--- src/rtl/uart_par_tx_pkg.sv ---
package uart_par_tx_pkg;
   typedef enum logic [2:0] {
      ST_IDLE  = 3'd0,
      ST_WAIT  = 3'd1,
      ST_START = 3'd2,
      ST_DATA  = 3'd3,
      ST_STOP  = 3'd4,
      ST_DONE  = 3'd5
   } uptx_state_e;
endpackage

--- src/rtl/uptx_parity.sv ---
module uptx_parity #(
   parameter int DATA_W  = 9,
   parameter int SHORT_W = 8
) (
   input  logic [DATA_W-1:0] data_in,
   input  logic              wide,
   input  logic              par_en,
   input  logic              par_odd,
   output logic [DATA_W-1:0] field_out
);
   logic [DATA_W-1:0] cov_short;
   logic [DATA_W-1:0] cov_long;
   logic              par_bit;

   genvar gi;
   generate
      for (gi = 0; gi < DATA_W; gi++) begin : g_mask
         assign cov_short[gi] = (gi < SHORT_W - 1);
         assign cov_long[gi]  = (gi < DATA_W - 1);
      end
   endgenerate

   assign par_bit = (^(data_in & (wide ? cov_long : cov_short))) ^ par_odd;

   generate
      for (gi = 0; gi < DATA_W; gi++) begin : g_field
         if (gi == DATA_W - 1) begin : g_top_long
            assign field_out[gi] = wide ? (par_en ? par_bit : data_in[gi]) : 1'b0;
         end else if (gi == SHORT_W - 1) begin : g_top_short
            assign field_out[gi] = (!wide && par_en) ? par_bit : data_in[gi];
         end else if (gi < SHORT_W - 1) begin : g_low
            assign field_out[gi] = data_in[gi];
         end else begin : g_mid
            assign field_out[gi] = wide ? data_in[gi] : 1'b0;
         end
      end
   endgenerate
endmodule

--- src/rtl/uptx_shifter.sv ---
module uptx_shifter #(
   parameter int DATA_W = 9
) (
   input  logic              clk,
   input  logic              rst_n,
   input  logic              load,
   input  logic [DATA_W-1:0] field_in,
   input  logic              shift,
   output logic              lsb
);
   logic [DATA_W-1:0] sh_q;

   always_ff @(posedge clk or negedge rst_n) begin
      if (!rst_n) begin
         sh_q <= '0;
      end else if (load) begin
         sh_q <= field_in;
      end else if (shift) begin
         sh_q <= {1'b0, sh_q[DATA_W-1:1]};
      end
   end

   assign lsb = sh_q[0];
endmodule

--- src/rtl/uptx_seq.sv ---
module uptx_seq
   import uart_par_tx_pkg::*;
#(
   parameter int DATA_W  = 9,
   parameter int SHORT_W = 8,
   localparam int CNT_W  = $clog2(DATA_W)
) (
   input  logic        clk,
   input  logic        rst_n,
   input  logic        load_req,
   input  logic        bit_tick,
   input  logic        wide,
   output uptx_state_e state,
   output logic        accept,
   output logic        shift_en
);
   localparam logic [CNT_W-1:0] LAST_LONG  = CNT_W'(DATA_W - 1);
   localparam logic [CNT_W-1:0] LAST_SHORT = CNT_W'(SHORT_W - 1);

   uptx_state_e      st_q;
   logic [CNT_W-1:0] cnt_q;
   logic [CNT_W-1:0] last_q;

   assign accept   = load_req && (st_q == ST_IDLE);
   assign shift_en = bit_tick && (st_q == ST_DATA);
   assign state    = st_q;

   always_ff @(posedge clk or negedge rst_n) begin
      if (!rst_n) begin
         st_q   <= ST_IDLE;
         cnt_q  <= '0;
         last_q <= '0;
      end else begin
         unique case (st_q)
            ST_IDLE: if (accept) begin
               st_q   <= ST_WAIT;
               last_q <= wide ? LAST_LONG : LAST_SHORT;
            end
            ST_WAIT: if (bit_tick) st_q <= ST_START;
            ST_START: if (bit_tick) begin
               st_q  <= ST_DATA;
               cnt_q <= '0;
            end
            ST_DATA: if (bit_tick) begin
               if (cnt_q == last_q) st_q <= ST_STOP;
               else cnt_q <= cnt_q + 1'b1;
            end
            ST_STOP: if (bit_tick) st_q <= ST_DONE;
            ST_DONE: st_q <= ST_IDLE;
            default: st_q <= ST_IDLE;
         endcase
      end
   end
endmodule

--- src/rtl/uart_par_tx.sv ---
module uart_par_tx
   import uart_par_tx_pkg::*;
#(
   parameter int DATA_W  = 9,
   parameter int SHORT_W = 8
) (
   input  logic              clk,
   input  logic              rst_n,
   input  logic              bit_tick,
   input  logic [DATA_W-1:0] tx_data,
   input  logic              tx_load,
   input  logic              frame9,
   input  logic              par_en,
   input  logic              par_odd,
   output logic              txd,
   output logic              busy,
   output logic              tx_done
);
   generate
      if (SHORT_W < 2 || SHORT_W >= DATA_W) begin : g_bad_width
         $error("uart_par_tx: need 2 <= SHORT_W < DATA_W");
      end
   endgenerate

   uptx_state_e       state;
   logic              accept;
   logic              shift_en;
   logic              sh_lsb;
   logic [DATA_W-1:0] field;

   uptx_parity #(.DATA_W(DATA_W), .SHORT_W(SHORT_W)) u_parity (
      .data_in  (tx_data),
      .wide     (frame9),
      .par_en   (par_en),
      .par_odd  (par_odd),
      .field_out(field)
   );

   uptx_shifter #(.DATA_W(DATA_W)) u_shift (
      .clk     (clk),
      .rst_n   (rst_n),
      .load    (accept),
      .field_in(field),
      .shift   (shift_en),
      .lsb     (sh_lsb)
   );

   uptx_seq #(.DATA_W(DATA_W), .SHORT_W(SHORT_W)) u_seq (
      .clk     (clk),
      .rst_n   (rst_n),
      .load_req(tx_load),
      .bit_tick(bit_tick),
      .wide    (frame9),
      .state   (state),
      .accept  (accept),
      .shift_en(shift_en)
   );

   always_comb begin
      unique case (state)
         ST_START: txd = 1'b0;
         ST_DATA:  txd = sh_lsb;
         default:  txd = 1'b1;
      endcase
   end

   assign busy    = (state != ST_IDLE);
   assign tx_done = (state == ST_DONE);
endmodule

--- config.mk ---
export PLATFORM = sky130hd
export DESIGN_NAME = uart_par_tx
export DESIGN_NICKNAME = d
export VERILOG_FILES = /design/src/rtl/uart_par_tx_pkg.sv /design/src/rtl/uptx_parity.sv /design/src/rtl/uptx_shifter.sv /design/src/rtl/uptx_seq.sv /design/src/rtl/uart_par_tx.sv
export SDC_FILE = /design/constraint.sdc
export NUM_CORES = 1
export LEC_CHECK = 0
export BUFFER_PORTS_ARGS = -buffer_cell sky130_fd_sc_hd__buf_4
export CORE_MARGIN = 2
export CORE_UTILIZATION = 44
export DETAILED_ROUTE_END_ITERATION = 6
export GPL_ROUTABILITY_DRIVEN = 0
export PLACE_DENSITY = 0.65
export SYNTH_ARGS = -nofsm -noshare
export SYNTH_HDL_FRONTEND = slang
export SYNTH_SLANG_ARGS = --single-unit
--- constraint.sdc ---
create_clock -name clk -period 5.2 [get_ports clk]
set_input_delay 0.78 -clock clk [delete_from_list [all_inputs] [get_ports clk]]
set_output_delay 0.78 -clock clk [all_outputs]
set_load 0.05 [all_outputs]
After elaboration in Yosys (flattened, before gate mapping)
Index checks and enable logic that the tools add are counted.

Register bits after elaboration: 20. Output and inout bits: 3. Word-level logic and storage cells: 51.

Add/sub/neg operators: 1. Equal/unequal tests: 13. Multiplexer cells: 19. Bitwise operators: 2. Reduce and logical (&&, ||, !) cells: 12.

Operator list (count): $mux W3 (6); $mux W9 (2); $mux W4 (4); $pmux W3 S5 (1); $ne A2 B2 Y1 const B (7); $and A9 B9 Y9 (1); $reduce_xor A9 Y1 (1); $mux W8 (1); $pmux W4 S2 (1); $eq A3 B2 Y1 const B (2); $eq A3 B3 Y1 const B (2); $reduce_and A6 Y1 (1); $add A4 B1 Y4 const B (1); $eq A4 B4 Y1 (1); $reduce_and A4 Y1 (1); $reduce_bool A2 Y1 (2); $eq A3 B1 Y1 const B (1); $logic_and A1 B1 Y1 (3); $logic_not A3 Y1 (1); $mux W1 (3); $reduce_bool A3 Y1 (1); $pmux W1 S2 (1); $reduce_and A2 Y1 (1); $logic_not A1 Y1 (1); $xor A1 B1 Y1 (1).

Depth between registers and ports, before layout
Gate-level depths: netlist (run 1).

Depth after elaboration: 7. Mapped depth: 6. Depth with buffers taken out: 4.

Modules after synthesis
A second synthesis (run 1) with hierarchy kept.

Cells, all modules: 116. Area total of the unflattened synthesis: 1119.8 µm².

Modules (own cells, without submodules): uptx_seq (instances 1, cells an instance 53, area each 514.2 µm²); uptx_shifter (instances 1, cells an instance 39, area each 417.9 µm²); uptx_parity (instances 1, cells an instance 20, area each 160.2 µm²); uart_par_tx (instances 1, cells an instance 4, area each 27.5 µm²).

Least setup slack after synthesis (run 1)
Ideal clock, no wire load.

Path type: register to output. Start point: reg u_seq.st_q[1], in the netlist u_seq.state[1]. End point: out tx_done. Arrival: 1.323 ns. Data required time: 4.420 ns. Slack: 3.097 ns. Stages on the path, launching flop included: 4. Buffers on the path: 1. Cell sequence: dfrtp_1 -> buf_2 -> nand2b_1 -> nor2_1.

Cells in the longest elaborated chain, start to end: 1.

RTL lines: start: declaration (RTL line uptx_seq.sv:20) `uptx_state_e st_q;`; start signal: assignment (RTL line uptx_seq.sv:30) `st_q <= ST_IDLE;`; start signal: assignment (RTL line uptx_seq.sv:36) `st_q <= ST_WAIT;`; start signal: assignment (RTL line uptx_seq.sv:39) `ST_WAIT: if (bit_tick) st_q <= ST_START;`; $eq A3 B3 Y1 (RTL line uart_par_tx.sv:68) `assign tx_done = (state == ST_DONE);`; end: declaration (RTL line uart_par_tx.sv:17) `output logic tx_done`.

Every way passes these cells.

Final worst setup path (run 1)
Start point: reg u_seq.st_q[0], in the netlist u_seq.state[0]. End point: out tx_done.

Same word-level chain as after synthesis.

==> metrics, run 1 <==
Crit. End Element=output port; Leak Pwr=0.000535 µW; XOR/XNOR Fraction of Synth Area=8.71%; status=finished clean; Max Fclk=0.446 GHz; Post-DP HPWL=1600 µm; H-tree depth=1; CP arrival=1.46 ns; drt first pass iters=4; library cells used by synthesis=42; post-DR vias/cell=5.63; flop2flop setup slack=3.15 ns; die width=around 53 µm; Vias=between 900 and 1000; type of the worst setup path=register to output port; initial DRC count=15; CTS tree=built; largest stage delay on the critical path=~0.64 ns; max cap viols=0; synthesized area per cell=8.94 µm²; max_slew headroom=22.8%; # clock sinks=18; Place WS=2.77 ns; top layer in use=met4; Mapped Cells=119; Slew Limit Fails=0; Remaining DRCs=0; maximum clock path buffer count=2; simple-gate area share of the yosys netlist=27.2%; filler instances=216; routed wl met3=41 µm; R2R cell count=4; # setup viols final=0; Synth Warn #=0; die area=2830 µm²; syn nets=136; Setup Fix Bufs, Post-CTS=0; first-pass GRT wire length=3700 µm; CTS resizes=0; CP cell instances=inv_1 -> nor2_1 -> buf_4; Initial Util=between 40% and 50%; IO Count=19; Primary FF master, synth=dfrtp_1; Worst setup SP type=register; M1 WL=984 µm; maximum VDD drop=315 µV; post-synthesis sequential area ratio=42.4%; commonest non-fill, non-tap cell in the layout=nand2_1; hold_buf cts=0; worst skew pair latency=a little under 0.3 ns; post-layout minimum cycle time=2.24 ns; gr usage total=about 19%; CTS Buf Count=3; Setup Skew=0.000628 ns; worst-path fanout max=16; final wirelength=approximately 2100 µm; routed length on met2=1020 µm; mux cell area share after synthesis=less than 1%; diode count=0; Async SR Flop Fraction=between 90% and 100%; ANT nets after route=0; vias in the first global route=845; Final Hold Fails=0; FF+latch count, synth=18; # rows=17; setup_tns=0 ns; Area growth syn-to-layout=16.7%; mapped cell area=1060 µm²; Die Ht=~53 µm; grt ovf=0; core area=2250 µm²; EDFF count, synth=0; IO Port Bufs=18; Adder-Cell Fraction of Synth Area=between 1 and 1.5%; CTS Root Buffer Type=clkbuf_4; WP data required=4.42 ns; CTS clock-pin slew for the worst setup and hold paths=0.10 ns; Final #Nets=153; PD cells=450 nW/µm²; initial antenna violation count=0; Avg WL per Cell=roughly 13 µm; compound-cell area share of the yosys netlist=16.6%; Worst-Margin Slew=1.16 ns; share of layout cells above drive strength 1=between 10% and 20%; most frequent cells in the layout=nand2_1, buf_4, dfrtp_1, nor2_1; final cycle utilization of the critical path=43.2%; class of the worst hold path=input pin to asynchronous set/reset pin; largest family of logic cells by synthesized area=simple AND/OR/NAND/NOR gates; Worst Setup Slack, final=2.96 ns; largest net degree at the start of global routing=19; RSZ-0062 raised after global routing=no; Slowest-stage cell, CP=dfrtp_1
state kept, by name (all words and copies together) (netlist names):
| register | count |
|---|---|
| u_seq.last_q | 2 |
| u_shift.sh_q | 9 |
| u_seq.cnt_q | 4 |
| u_seq.state | 3 |
cells by family (layout without fill, tap and decap cells):
kind of cell	count (synthesis)	after routing
AND/OR/NAND/NOR	59	59
AO/OA/AOI/OAI	24	24
flip-flops	18	18
XOR/XNOR	9	9
buffers and inverters	7	23
adder cells (fa/ha/maj)	1	1
multiplexers	1	1
per-layer routing:
| metal | track usage, % | vias to the layer above |
|---|---|---|
| li1 | - | 455 |
| met1 | 22.4 | 444 |
| met2 | 31.7 | 13 |
| met3 | 2.54 | 5 |
| met4 | 10.3 | 0 |
| met5 | 0 | - |
cells in the mapped netlist, types with 2 or more instances:
cell,n,area share [%]
a21oi_1,4,1.9
nor3_1,3,1.4
o211ai_1,2,1.4
nand3b_1,2,1.4
nor2b_1,2,1.2
nand2_1,25,8.8
nand2b_1,3,1.8
buf_2,2,0.94
dfrtp_1,18,42
nand3_1,3,1.4
a31oi_1,7,4.1
xnor2_1,7,5.8
clkbuf_1,3,1.1
nor2_1,10,3.5
path summary, 6_finish.rpt:
check	startpoint	endpoint
setup / recovery	u_seq.state[0]	tx_done
hold / removal	rst_n	u_seq.state[1]
setup reg to reg	u_seq.state[1]	u_shift.sh_q[8]
hold reg to reg	u_shift.sh_q[8]	u_shift.sh_q[8]
max in group asynchronous	rst_n	u_seq.cnt_q[2]
min in group clk	u_shift.sh_q[8]	u_shift.sh_q[8]
metrics by stage:
stage / std cells / hold WS (ns) / instance area (µm²) / power, µW / utilization (%)
finish: 163 / 0.329 / 1240 / 559 / 55.0
global route: 163 / 0.330 / 1240 / 609 / 55.0
CTS: 163 / 0.328 / 1240 / 566 / 55.0
detailed placement: 159 / 0.499 / 1200 / 477 / 53.4
global placement: 159 / 0.484 / 1200 / 468 / 53.4
floorplan: 119 / 0.465 / 1060 / 422 / -
final cells by class:
class / instances / area (µm²) / share of cell area (%)
multi-input combinational: 94 / 581 / 46.8
sequential: 18 / 450 / 36.3
timing repair buffer: 18 / 135 / 10.9
clock buffer: 4 / 36.3 / 2.92
tap: 28 / 35.0 / 2.82
inverter: 1 / 3.75 / 0.302
power by group:
part	switching [µW]	internal, µW
Sequential	57.8	193
Combinational	121	99.8
Clock	44.2	42.7
Total	223	335
critical path, delay by kind of cell (launching register included):
| family | cells | cell delay, ns |
|---|---|---|
| flip-flops | 1 | 0.64 |
| buffers and inverters | 2 | 0.39 |
| AND/OR/NAND/NOR | 1 | 0.13 |
Note: power is estimated with default switching activity, not from simulation.
==> inputs of run 2 (changes only) <==
- clock period: 5.2 -> 2.18 ns (I/O delays scaled with it)
==> metrics, run 2 (synthesized netlist as in run 1, its figures left out) <==
Vias=919 (+0.22%); filler instances=224 (+3.7%); Gate power share=40.2% (+0.7 points); maximum clock path buffer count=2 (unchanged); # rows=17 (unchanged); final instance area=1270 µm² (+2.0%); Area after DPL=1220 µm² (+1.2%); PD cells=1070 nW/µm² (+140%); final cycle utilization of the critical path=85.0%; FF-to-FF Start=u_seq.state[0]; Initial Util=47.2% (unchanged); CTS tree=built; R2R cell count=4 (unchanged); status=finished clean; max_slew headroom=71.1% (+48 points); Final Hold Fails=0 (unchanged); cell family with the largest share of critical-path delay=simple AND/OR/NAND/NOR gates; Remaining DRCs=0 (unchanged); type of the worst setup path=register to register; commonest non-fill, non-tap cell in the layout=nand2_1; most frequent cells in the layout=nand2_1, buf_4, dfrtp_1, nor2_1; Crit. End Element=register; Area growth syn-to-layout=19.1%; # setup viols final=0 (unchanged); Net Sw Frac=40.3% (+0.31 points); initial DRC count=18 (+3); reg2reg end=u_shift.sh_q[7]; CTS Buf Count=3 (unchanged); Sw Pwr=543 µW (+140%); RSZ-0062 raised after global routing=no; Die Ht=53.2 µm (unchanged); class of the worst hold path=input pin to register; flop2flop setup slack=0.33 ns (-2.82 ns); largest net degree at the start of global routing=19 (unchanged); Max Fclk=0.539 GHz; post-layout minimum cycle time=1.85 ns; CTS Root Buffer Type=clkbuf_4; CTS clock-pin slew for the worst setup and hold paths=0.11 ns (about the same); ANT nets after route=0 (unchanged); worst-path fanout max=16 (unchanged); # clock sinks=18 (unchanged); die area=2830 µm² (unchanged); CP Capture Point=u_shift.sh_q[7]; Bufs and invs on worst path=0 (-2); share of layout cells above drive strength 1=18.1% (+1.1 points); Avg WL per Cell=12.9 µm (+0.49%); grt ovf=0 (unchanged); Crit. Startpoint=u_seq.state[0]; post-DR vias/cell=5.54 (-1.6%); CP Depth=4 (+1); Slowest-stage cell, CP=or4b_1; final wirelength=2150 µm (+2.3%); CP arrival=2.06 ns (+0.60 ns); area of the multi-input gates=581 µm² (unchanged); IO Count=19 (unchanged); largest stage delay on the critical path=0.77 ns (+0.13 ns); Slew Limit Fails=0 (unchanged); worst skew pair latency=0.30 ns (about the same); gr usage total=18.1% (-0.46 points); drt first pass iters=4 (unchanged); Worst-Margin Slew=0.433 ns (-0.722 ns); Sequential cell area=450 µm² (unchanged); max cap viols=0 (unchanged); first-pass GRT wire length=3660 µm (-1.1%); setup_tns=0 ns (unchanged); H-tree depth=1 (unchanged); register share of total power=44.1% (-0.8 points); Pint=806 µW (+140%); CP cell instances=or4b_1 -> nand2b_1 -> mux2i_1 -> a311oi_1; core area=2250 µm² (unchanged); IO Port Bufs=18 (unchanged); die width=53.2 µm (unchanged); Place WS=0.345 ns (-2.42 ns); Biggest register=u_shift.sh_q; CTS resizes=0 (unchanged); Leak Pwr=0.000550 µW (+2.8%); maximum VDD drop=534 µV (+70%); vias in the first global route=836 (-1.1%); number of flip-flops in the largest register=9 (unchanged); WP data required=2.39 ns (-2.03 ns); Worst setup SP type=register; initial antenna violation count=0 (unchanged); total power=1350 µW (+140%); Worst Setup Slack, final=0.326 ns (-2.63 ns); Final #Nets=156 (+2.0%); Setup Skew=0.00882 ns (+0.00819 ns); Clock power frac=15.7% (about the same); diode count=0 (unchanged); Post-DP HPWL=1630 µm (+2.0%)
==> run 2: per-layer routing <==
| layer | global-route usage (%) | up-vias | routed length [µm] |
|---|---|---|---|
| met4 | 5.13 | 0 | 24 |
| met2 | 30.2 | 15 | 1060 |
| met5 | 0 | - | 0 |
| met3 | 3.39 | 4 | 56 |
| met1 | 23.9 | 434 | 1010 |
| li1 | - | 466 | - |
==> run 2: how the worst min path moves through the flow <==
| stage | from | end | slack, ns | depth (start not counted) |
|---|---|---|---|---|
| after CTS | frame9 | u_seq.last_q[2] | 0.27 | 2 |
| after detailed placement | rst_n | u_seq.state[1] | 0.21 | 1 |
| after floorplan | rst_n | u_seq.cnt_q[0] | 0.03 | 0 |
| after global placement | rst_n | u_seq.state[1] | 0.21 | 1 |
| after global routing | frame9 | u_seq.last_q[2] | 0.28 | 2 |
| final | frame9 | u_seq.last_q[2] | 0.27 | 2 |
==> run 2: layout make-up <==
type | instances | share of cell area (%)
clock buffer | 4 | 2.87
tap | 28 | 2.77
timing repair buffer | 21 | 12.6
sequential | 18 | 35.6
multi-input combinational | 94 | 45.8
inverter | 1 | 0.296
==> run 2: stage by stage <==
stage,cells,util [%],hold WS [ns]
2_1_floorplan,119,-,0.0314
3_3_place_gp,161,54.1,0.209
3_5_place_dp,161,54.1,0.213
4_1_cts,166,56.2,0.270
5_1_grt,166,56.2,0.281
6_report,166,56.2,0.270
==> run 2: worst reg2reg max path, cell delays in order (launching register included) <==
cell	delay (ns)
dfrtp_1	0.55
or4b_1	0.77
nand2b_1	0.15
mux2i_1	0.09
a311oi_1	0.21
==> run 2: power by group through the flow <==
stage	clock, µW	sequential [µW]	combinational [µW]
floorplan	0	540	467
global placement	0	597	531
detailed placement	0	600	550
CTS	218	595	551
global route	233	618	627
finish	211	595	543
==> run 2: timing repair <==
item                                   4_1_cts  5_1_grt
endpoints found under the hold margin       18        0
hold buffers                                 1        0
setup buffers                                0        0
==> inputs of run 3 (changes only) <==
- RECOVER_POWER: not set -> 25
==> metrics, run 3 (synthesized netlist as in run 1, its figures left out) <==
status=finished clean; maximum VDD drop=534 µV (about the same); # setup viols final=0 (unchanged); Remaining DRCs=0 (unchanged); commonest non-fill, non-tap cell in the layout=nand2_1; most frequent cells in the layout=nand2_1, buf_4, dfrtp_1, nor2_1; Die Ht=53.2 µm (unchanged); IO Count=19 (unchanged); vias in the first global route=836 (unchanged); Slew Limit Fails=0 (unchanged); max_slew headroom=35.7% (-35 points); setup_tns=0 ns (unchanged); share of layout cells above drive strength 1=17.4% (-0.72 points); Biggest register=u_shift.sh_q; post-DR vias/cell=5.54 (unchanged); Vias=919 (unchanged); largest stage delay on the critical path=0.77 ns (about the same); largest net degree at the start of global routing=19 (unchanged); flop2flop setup slack=0.33 ns (about the same); CTS clock-pin slew for the worst setup and hold paths=0.11 ns (about the same); # rows=17 (unchanged); grt ovf=0 (unchanged); Final #Nets=156 (unchanged); PD cells=1070 nW/µm² (+0.23%); core area=2250 µm² (unchanged); class of the worst hold path=input pin to register; Setup Fix Bufs, Post-CTS=0 (unchanged); total power=1350 µW (about the same); Worst-Margin Slew=0.965 ns (+0.532 ns); initial DRC count=18 (unchanged); max cap viols=0 (unchanged); filler instances=224 (unchanged); fin util=56.0% (-0.17 points); number of flip-flops in the largest register=9 (unchanged); register share of total power=44.1% (about the same); Worst setup SP type=register; cell family with the largest share of critical-path delay=simple AND/OR/NAND/NOR gates; Crit. End Element=register; Area after DPL=1220 µm² (unchanged); WP data required=2.39 ns (about the same); Hold WS=0.270 ns (unchanged); Post-DP HPWL=1630 µm (unchanged); worst skew pair latency=0.30 ns (about the same); post-layout minimum cycle time=1.85 ns (-0.00000800 ns); CP cell instances=or4b_1 -> nand2b_1 -> mux2i_1 -> a311oi_1; final instance area=1260 µm² (-0.30%); ANT nets after route=0 (unchanged); Leak Pwr=0.000546 µW (-0.66%); CTS resizes=0 (unchanged); Slowest-stage cell, CP=or4b_1; Bufs and invs on worst path=0 (unchanged); Pint=805 µW (-0.11%); first-pass GRT wire length=3660 µm (unchanged); H-tree depth=1 (unchanged); Sw Pwr=543 µW (about the same); Avg WL per Cell=12.9 µm (unchanged); worst-path fanout max=16 (unchanged); final wirelength=2150 µm (unchanged); initial antenna violation count=0 (unchanged); gr usage total=18.1% (unchanged); die area=2830 µm² (unchanged); Clock power frac=15.7% (about the same); drt first pass iters=4 (unchanged); Net Sw Frac=40.3% (about the same); Area growth syn-to-layout=18.7%; Gate power share=40.2% (about the same); CTS Buf Count=3 (unchanged); IO Port Bufs=18 (unchanged); Final Hold Fails=0 (unchanged); maximum clock path buffer count=2 (unchanged); # clock sinks=18 (unchanged); CP arrival=2.06 ns (about the same); Setup Skew=0.00879 ns (-0.0000311 ns); diode count=0 (unchanged); Initial Util=47.2% (unchanged); die width=53.2 µm (unchanged); RSZ-0062 raised after global routing=no; CTS tree=built; hold_buf cts=1 (unchanged); type of the worst setup path=register to register; Max Fclk=0.539 GHz (about the same); final cycle utilization of the critical path=85.0% (about the same); CTS Root Buffer Type=clkbuf_4
[run 3: cell types whose count changed in the layout (fill, tap and decap cells not counted), sizes merged]
cell	delta
clkbuf	+1
buf	-1
[run 3: path summary, 6_finish.rpt]
| path | depth (start not counted) | from | endpoint |
|---|---|---|---|
| min in group asynchronous | 2 | rst_n | u_seq.state[1] |
| max in group asynchronous | 2 | rst_n | u_seq.cnt_q[1] |
| setup reg to reg | 4 | u_seq.state[0] | u_shift.sh_q[7] |
| hold / removal | 2 | frame9 | u_seq.last_q[2] |
| hold reg to reg | 2 | u_shift.sh_q[8] | u_shift.sh_q[8] |
| setup / recovery | 4 | u_seq.state[0] | u_shift.sh_q[7] |
[run 3: power groups by stage]
stage	combinational [µW]	clock [µW]	sequential [µW]
floorplan	467	0	540
finish	542	211	595
global route	627	233	618
CTS	551	218	595
global placement	531	0	597
detailed placement	550	0	600
[run 3: cell type report]
| class | count | area (µm²) | share of cell area (%) |
|---|---|---|---|
| clock buffer | 4 | 36.3 | 2.87 |
| inverter | 1 | 3.75 | 0.297 |
| multi-input combinational | 94 | 581 | 46.0 |
| sequential | 18 | 450 | 35.7 |
| tap | 28 | 35.0 | 2.78 |
| timing repair buffer | 21 | 156 | 12.4 |
[run 3: layer usage]
metal  GRT usage [%]  wire length, µm  vias to the layer above
li1                -                -                      466
met2            30.2             1060                       15
met3            3.39               56                        4
met1            23.9             1010                      434
met5               0                0                        -
met4            5.13               24                        0
[run 3: metrics by stage]
step	std cells	setup WS, ns
4_1_cts	166	0.322
2_1_floorplan	119	0.520
3_5_place_dp	161	0.345
3_3_place_gp	161	0.403
5_1_grt	166	0.171
6_report	166	0.326
